===== config.mk =====
export PLATFORM = sky130hd
export DESIGN_NAME = dual_bank_irq_ctrl
export DESIGN_NICKNAME = d
export VERILOG_FILES = /design/src/rtl/irqc_pkg.sv /design/src/rtl/irqc_edge.sv /design/src/rtl/irqc_bank.sv /design/src/rtl/irqc_regport.sv /design/src/rtl/dual_bank_irq_ctrl.sv
export SDC_FILE = /design/constraint.sdc
export NUM_CORES = 1
export LEC_CHECK = 0
export ABC_AREA = 1
export BUFFER_PORTS_ARGS = -buffer_cell sky130_fd_sc_hd__buf_2
export CAP_MARGIN = 20
export CORE_ASPECT_RATIO = 0.6
export CORE_MARGIN = 5
export CORE_UTILIZATION = 60
export DETAILED_ROUTE_END_ITERATION = 10
export HOLD_SLACK_MARGIN = 0.1
export PLACE_DENSITY_LB_ADDON = 0.15
export SLEW_MARGIN = 20
export SYNTH_ARGS = -nofsm -noshare
export SYNTH_HDL_FRONTEND = slang
export SYNTH_SLANG_ARGS = --single-unit

===== constraint.sdc =====
create_clock -name clk -period 2.1 [get_ports clk]
set_input_delay 0.21 -clock clk [delete_from_list [all_inputs] [get_ports clk]]
set_output_delay 0.21 -clock clk [all_outputs]
set_load 0.01 [all_outputs]

===== src/rtl/irqc_pkg.sv =====
package irqc_pkg;
  localparam int unsigned WORD_W   = 32;
  localparam int unsigned BYTE_W   = 8;
  localparam int unsigned ADDR_W   = 12;
  localparam int unsigned OFF_W    = 4;

  localparam logic [OFF_W-1:0] OFF_EVT = 4'h0;
  localparam logic [OFF_W-1:0] OFF_MSK = 4'h4;
  localparam logic [OFF_W-1:0] OFF_CLR = 4'h8;
  localparam logic [OFF_W-1:0] OFF_LVL = 4'hC;

  typedef struct packed {
    logic                mask_we;
    logic                clr_we;
    logic [WORD_W-1:0]   wval;
  } bank_wr_t;
endpackage


===== src/rtl/irqc_edge.sv =====
module irqc_edge #(
  parameter int unsigned N = 64
) (
  input  logic         clk,
  input  logic         rst_n,
  input  logic [N-1:0] sig_i,
  output logic [N-1:0] rise_o
);
  logic [N-1:0] prev_q;
  logic [N-1:0] prev_n;

  always_comb begin
    prev_n = sig_i;
    rise_o = sig_i & ~prev_q;
  end

  always_ff @(posedge clk or negedge rst_n) begin
    if (!rst_n) prev_q <= '0;
    else        prev_q <= prev_n;
  end
endmodule


===== src/rtl/irqc_bank.sv =====
module irqc_bank
  import irqc_pkg::*;
#(
  parameter int unsigned      W       = WORD_W,
  parameter logic [W-1:0]     LVL_CFG = '0
) (
  input  logic          clk,
  input  logic          rst_n,
  input  logic [W-1:0]  src_lvl,
  input  logic [W-1:0]  src_rise,
  input  logic          mask_we,
  input  logic          clr_we,
  input  logic [W-1:0]  wval,
  output logic [W-1:0]  events_q,
  output logic [W-1:0]  mask_q,
  output logic [W-1:0]  levels_q,
  output logic          req_next
);
  logic [W-1:0] events_n, mask_n, levels_n, clr_eff;

  always_comb begin
    // level-sensitive bits are protected from software clears
    clr_eff  = clr_we ? (wval & ~LVL_CFG) : '0;
    // a new edge wins over a simultaneous clear
    events_n = (events_q & ~clr_eff) | (src_rise & ~LVL_CFG);
    mask_n   = mask_we ? wval : mask_q;
    levels_n = src_lvl;
    req_next = |((events_n | (levels_n & LVL_CFG)) & mask_n);
  end

  always_ff @(posedge clk or negedge rst_n) begin
    if (!rst_n) begin
      events_q <= '0;
      mask_q   <= '0;
      levels_q <= '0;
    end else begin
      events_q <= events_n;
      mask_q   <= mask_n;
      levels_q <= levels_n;
    end
  end
endmodule


===== src/rtl/irqc_regport.sv =====
module irqc_regport
  import irqc_pkg::*;
#(
  parameter int unsigned W     = WORD_W,
  parameter int unsigned AW    = ADDR_W,
  parameter int unsigned NBANK = 2
) (
  input  logic                      clk,
  input  logic                      rst_n,
  input  logic                      wr_en,
  input  logic                      rd_en,
  input  logic [AW-1:0]             addr,
  input  logic [W-1:0]              wdata,
  input  logic [NBANK-1:0][W-1:0]   events,
  input  logic [NBANK-1:0][W-1:0]   mask,
  input  logic [NBANK-1:0][W-1:0]   levels,
  output logic [NBANK-1:0]          mask_we,
  output logic [NBANK-1:0]          clr_we,
  output logic [W-1:0]              wval,
  output logic [W-1:0]              rdata
);
  localparam int unsigned NBYTE  = W / BYTE_W;
  localparam int unsigned PAGE_W = AW - OFF_W;

  logic [PAGE_W-1:0] page;
  logic [OFF_W-1:0]  off;
  logic [W-1:0]      rd_val, rd_swap;
  logic [W-1:0]      rdata_q, rdata_n;

  assign page = addr[AW-1:OFF_W];
  assign off  = addr[OFF_W-1:0];

  genvar gi;
  generate
    for (gi = 0; gi < NBYTE; gi++) begin : g_swap
      assign wval[gi*BYTE_W +: BYTE_W]    = wdata[(NBYTE-1-gi)*BYTE_W +: BYTE_W];
      assign rd_swap[gi*BYTE_W +: BYTE_W] = rd_val[(NBYTE-1-gi)*BYTE_W +: BYTE_W];
    end
  endgenerate

  always_comb begin
    mask_we = '0;
    clr_we  = '0;
    rd_val  = '0;
    for (int b = 0; b < NBANK; b++) begin
      if (page == PAGE_W'(b + 1)) begin
        mask_we[b] = wr_en && (off == OFF_MSK);
        clr_we[b]  = wr_en && (off == OFF_CLR);
        case (off)
          OFF_EVT: rd_val = events[b];
          OFF_MSK: rd_val = mask[b];
          OFF_LVL: rd_val = levels[b];
          default: rd_val = '0;
        endcase
      end
    end
    rdata_n = rd_en ? rd_swap : rdata_q;
  end

  always_ff @(posedge clk or negedge rst_n) begin
    if (!rst_n) rdata_q <= '0;
    else        rdata_q <= rdata_n;
  end

  assign rdata = rdata_q;
endmodule


===== src/rtl/dual_bank_irq_ctrl.sv =====
module dual_bank_irq_ctrl
  import irqc_pkg::*;
#(
  parameter int unsigned                W       = WORD_W,
  parameter int unsigned                AW      = ADDR_W,
  parameter int unsigned                NBANK   = 2,
  parameter logic [NBANK-1:0][W-1:0]    LVL_CFG = {32'h1FF0_0000, 32'h0000_0000}
) (
  input  logic                 clk,
  input  logic                 rst_n,
  input  logic [NBANK*W-1:0]   irq_in,
  input  logic                 wr_en,
  input  logic                 rd_en,
  input  logic [AW-1:0]        addr,
  input  logic [W-1:0]         wdata,
  output logic [W-1:0]         rdata,
  output logic                 cpu_irq
);
  localparam int unsigned NSRC = NBANK * W;

  logic [NSRC-1:0]          rise;
  logic [NBANK-1:0][W-1:0]  events_all, mask_all, levels_all;
  logic [NBANK-1:0]         mask_we, clr_we, req_next;
  logic [W-1:0]             wval;
  logic                     irq_q, irq_n;

  irqc_edge #(.N(NSRC)) u_edge (
    .clk   (clk),
    .rst_n (rst_n),
    .sig_i (irq_in),
    .rise_o(rise)
  );

  irqc_regport #(.W(W), .AW(AW), .NBANK(NBANK)) u_port (
    .clk    (clk),
    .rst_n  (rst_n),
    .wr_en  (wr_en),
    .rd_en  (rd_en),
    .addr   (addr),
    .wdata  (wdata),
    .events (events_all),
    .mask   (mask_all),
    .levels (levels_all),
    .mask_we(mask_we),
    .clr_we (clr_we),
    .wval   (wval),
    .rdata  (rdata)
  );

  // bank b serves sources with index (NBANK-1-b)*W .. +W-1
  genvar gb;
  generate
    for (gb = 0; gb < NBANK; gb++) begin : g_bank
      localparam int unsigned SRC_LO = (NBANK - 1 - gb) * W;
      irqc_bank #(.W(W), .LVL_CFG(LVL_CFG[gb])) u_bank (
        .clk     (clk),
        .rst_n   (rst_n),
        .src_lvl (irq_in[SRC_LO +: W]),
        .src_rise(rise[SRC_LO +: W]),
        .mask_we (mask_we[gb]),
        .clr_we  (clr_we[gb]),
        .wval    (wval),
        .events_q(events_all[gb]),
        .mask_q  (mask_all[gb]),
        .levels_q(levels_all[gb]),
        .req_next(req_next[gb])
      );
    end
  endgenerate

  always_comb irq_n = |req_next;

  always_ff @(posedge clk or negedge rst_n) begin
    if (!rst_n) irq_q <= 1'b0;
    else        irq_q <= irq_n;
  end

  assign cpu_irq = irq_q;
endmodule


==> results by group <==
STA
  – Hold WS: 112 ps
  – Worst Tran Pin Value: 591 ps
  – Minimum clock period: 1670 ps
  – Final Max Slew Viols: 0
  – Tcrit/Tclk final: 79.7%
  – Hold Fails Final Rpt: 0
  – RSZ-0062 raised after global routing: false
  – Final setup violation count: 0
  – Setup_tns: 0 ps
  – Max Fclk: 598 MHz
  – Setup Skew: 8.89 ps
  – Worst slew margin: 60.6%

Detailed routing
  – Pre-antenna DRT Iters: 5
  – WL/cell: 17.9 µm
  – Antenna viol nets, final: 0
  – Drt drc: 0
  – Initial DRC count: 925
  – Final wirelength: 29.9 mm
  – Vias: 9169
  – Routed vias/inst: 5.49

Clock network
  – Clock root buffer: clkbuf_16
  – Worst-Skew Late Latency: 490 ps
  – CTS H-tree lvls: 1
  – # clock sinks: 216
  – CTS tree: yes
  – Max Buffers Root-to-Sink: 3
  – Num CTS Buffers: 20
  – CTS clk-pin slew, worst paths: 60 ps
  – # resized after CTS: 0

Placement
  – Dpl cell area: 10900 µm²
  – Post-DP HPWL: 19.5 mm
  – IO buf count: 144
  – Placer Congestion: 0.909

Floorplan
  – Die area: 18900 µm²
  – IO Pins: 145
  – Die Wd: 174 µm
  – Starting Density: 60.4%
  – Core Region: 16100 µm²
  – Rows: 36
  – Die extent in y: 109 µm

Logic synthesis
  – FF+latch count, synth: 216
  – Post-Syn Area per Cell: 8.10 µm²
  – Post-Syn Nets: 1311
  – Post-synthesis mux area share: 0%
  – Compound-cell area share of the yosys netlist: 11.4%
  – Adder-Cell Fraction of Synth Area: 0%
  – Syn Std Cell Area: 9720 µm²
  – Yosys warnings: 0
  – Post-synthesis sequential area ratio: 55.6%
  – Synth unique cells: 28
  – Post-synthesis cell count: 1199
  – Synth Area in Simple Gates: 25.9%
  – XOR/XNOR Fraction of Synth Area: 0%
  – Main combinational cell family by area after synthesis: simple AND/OR/NAND/NOR gates

GRT
  – Largest net degree at the start of global routing: 69
  – Vias in the first global route: 9101
  – First-pass GRT wire length: 48.5 mm
  – Initial antenna violation count: 1
  – Grt total ovfl: 0
  – Global-route usage over all layers: 32.3%

Final layout
  – Finished layout cell area: 12500 µm²
  – Nets: 1561
  – Syn-to-layout area delta: 28.7%
  – Share of cells above drive strength 1: 15.6%
  – Most common cell after layout, fill and taps aside: nand2_1
  – Commonest cells after routing, fill and taps aside: nand2_1 (482), dfrtp_1 (216), buf_2 (143)

Setup path
  – CP Max Fanout: 26
  – Internal reg-to-reg setup slack: 640 ps
  – Slowest stage delay, CP: 330 ps
  – RR Startpoint: g_bank[0].u_bank.mask_q[2]$_DFF_PN0_
  – Setup CP Type: input port to flip-flop
  – Arr. time, crit path: 2050 ps
  – Worst r2r dst: cpu_irq$_DFF_PN0_
  – Crit path max-delay cell type: buf_4
  – CP Launch Type: input port
  – CP required: 2480 ps
  – Most used cell along the critical path: nand2_1
  – Number of cells on the worst reg-to-reg path: 10
  – Critical path startpoint: addr[11]
  – Worst setup EP type: flip-flop
  – Cells along the critical path: buf_2 > nor2_2 > nand2_4 > nor2_4 > buf_4 > nand3_1 > nand3_1 > nand2_1 > nor2_1 > nand2_1 > nor2_1 > nand2_1 > nor2_1 > nand2_1

Worst hold path
  – Worst hold path type: input port to flip-flop
  – Hold path depth: 3
  – Hold endpoint: g_bank[0].u_bank.mask_q[28]$_DFF_PN0_
  – Hold path start: wdata[4]

Pwr
  – Cell leakage power: 0.00614 µW
  – PD cells: 694 nW/µm²
  – Total Power: 8670 µW
  – Peak supply drop: 0.501 mV

Outcome
  – Status: completed

Flow run
  – Max_cap viols: 0
==> worst max-delay path, delay by kind of cell <==
family / cells / cell delay, ps
buf+inv: 2 / 430
simple gates: 12 / 1400
==> worst max-delay path by stage <==
stage	depth (start not counted)	end
4_1_cts	14	cpu_irq$_DFF_PN0_
5_1_grt	16	cpu_irq$_DFF_PN0_
6_report	14	cpu_irq$_DFF_PN0_
3_3_place_gp	14	cpu_irq$_DFF_PN0_
2_1_floorplan	14	cpu_irq$_DFF_PN0_
3_5_place_dp	14	cpu_irq$_DFF_PN0_
==> cells in the mapped netlist <==
master | count | area [µm²]
nand4_1 | 3 | 18.8
clkbuf_1 | 24 | 90.1
o31ai_1 | 5 | 37.5
nand2_4 | 1 | 11.3
nand2_2 | 4 | 25.0
buf_1 | 1 | 3.75
clkinv_1 | 7 | 26.3
o211ai_1 | 46 | 345
nand3_1 | 70 | 350
nor3_1 | 2 | 10.0
and2_1 | 8 | 50.1
o221ai_1 | 2 | 17.5
buf_2 | 21 | 105
nor2_2 | 3 | 18.8
nand2_1 | 482 | 1810
o21ai_0 | 31 | 155
nor2_8 | 1 | 20.0
dfrtp_1 | 216 | 5410
nor2_4 | 4 | 45.0
o21bai_1 | 1 | 7.51
inv_2 | 1 | 3.75
a21o_1 | 4 | 30.0
a21oi_1 | 56 | 280
inv_1 | 116 | 435
nor2_1 | 41 | 154
buf_6 | 2 | 22.5
buf_4 | 1 | 7.51
o21ai_1 | 46 | 230
==> layout make-up <==
class / count / area (µm²)
flip-flops and latches: 216 / 5410
multi-input cells: 810 / 3640
fillers: 1092 / 3580
repair buffers: 277 / 2090
clock buffers: 29 / 596
inverters: 124 / 465
well taps: 209 / 262
clock inverters: 3 / 40.0
diodes: 2 / 5.00
==> logic make-up after synthesis <==
kind of cell | count (synthesis)
simple gates | 619
flops | 216
compound gates | 191
buf+inv | 173
==> state kept, by name, indices dropped and copies added (netlist names) <==
name                    flops
g_bank.u_bank.levels_q     63
cpu_irq                     1
g_bank.u_bank.events_q     55
u_port.rdata               32
g_bank.u_bank.mask_q       64
u_edge.prev_q               1
==> repair_timing <==
action                    4_1_cts  5_1_grt
hold buffers                   95        0
buffers inserted                0        0
hold endpoints to repair      230        0
==> through the flow <==
stage	instances	setup slack, ps	utilization (%)
2_1_floorplan	1199	518	-
3_3_place_gp	1541	11.4	67.8
3_5_place_dp	1541	-18.9	67.8
4_1_cts	1668	462	77.7
5_1_grt	1669	256	77.7
6_report	1670	427	77.7
==> where the power goes <==
| part | leakage (µW) | total, µW | switching (µW) | internal, µW |
|---|---|---|---|---|
| logic | 0.00333 | 769 | 443 | 326 |
| clock network | 0.000314 | 3600 | 1520 | 2080 |
| registers | 0.00249 | 4300 | 40.4 | 4260 |
| total | 0.00614 | 8670 | 2010 | 6660 |
==> per-layer routing <==
layer / track usage (%) / vias to the layer above / part of all wire (%)
met4: 8.07 / 0 / 1.9
met3: 8.46 / 61 / 11
met1: 47.5 / 4284 / 44
met2: 48.4 / 490 / 43
met5: 0 / - / 0
li1: - / 4334 / -
Note: power is estimated with default switching activity, not from simulation.
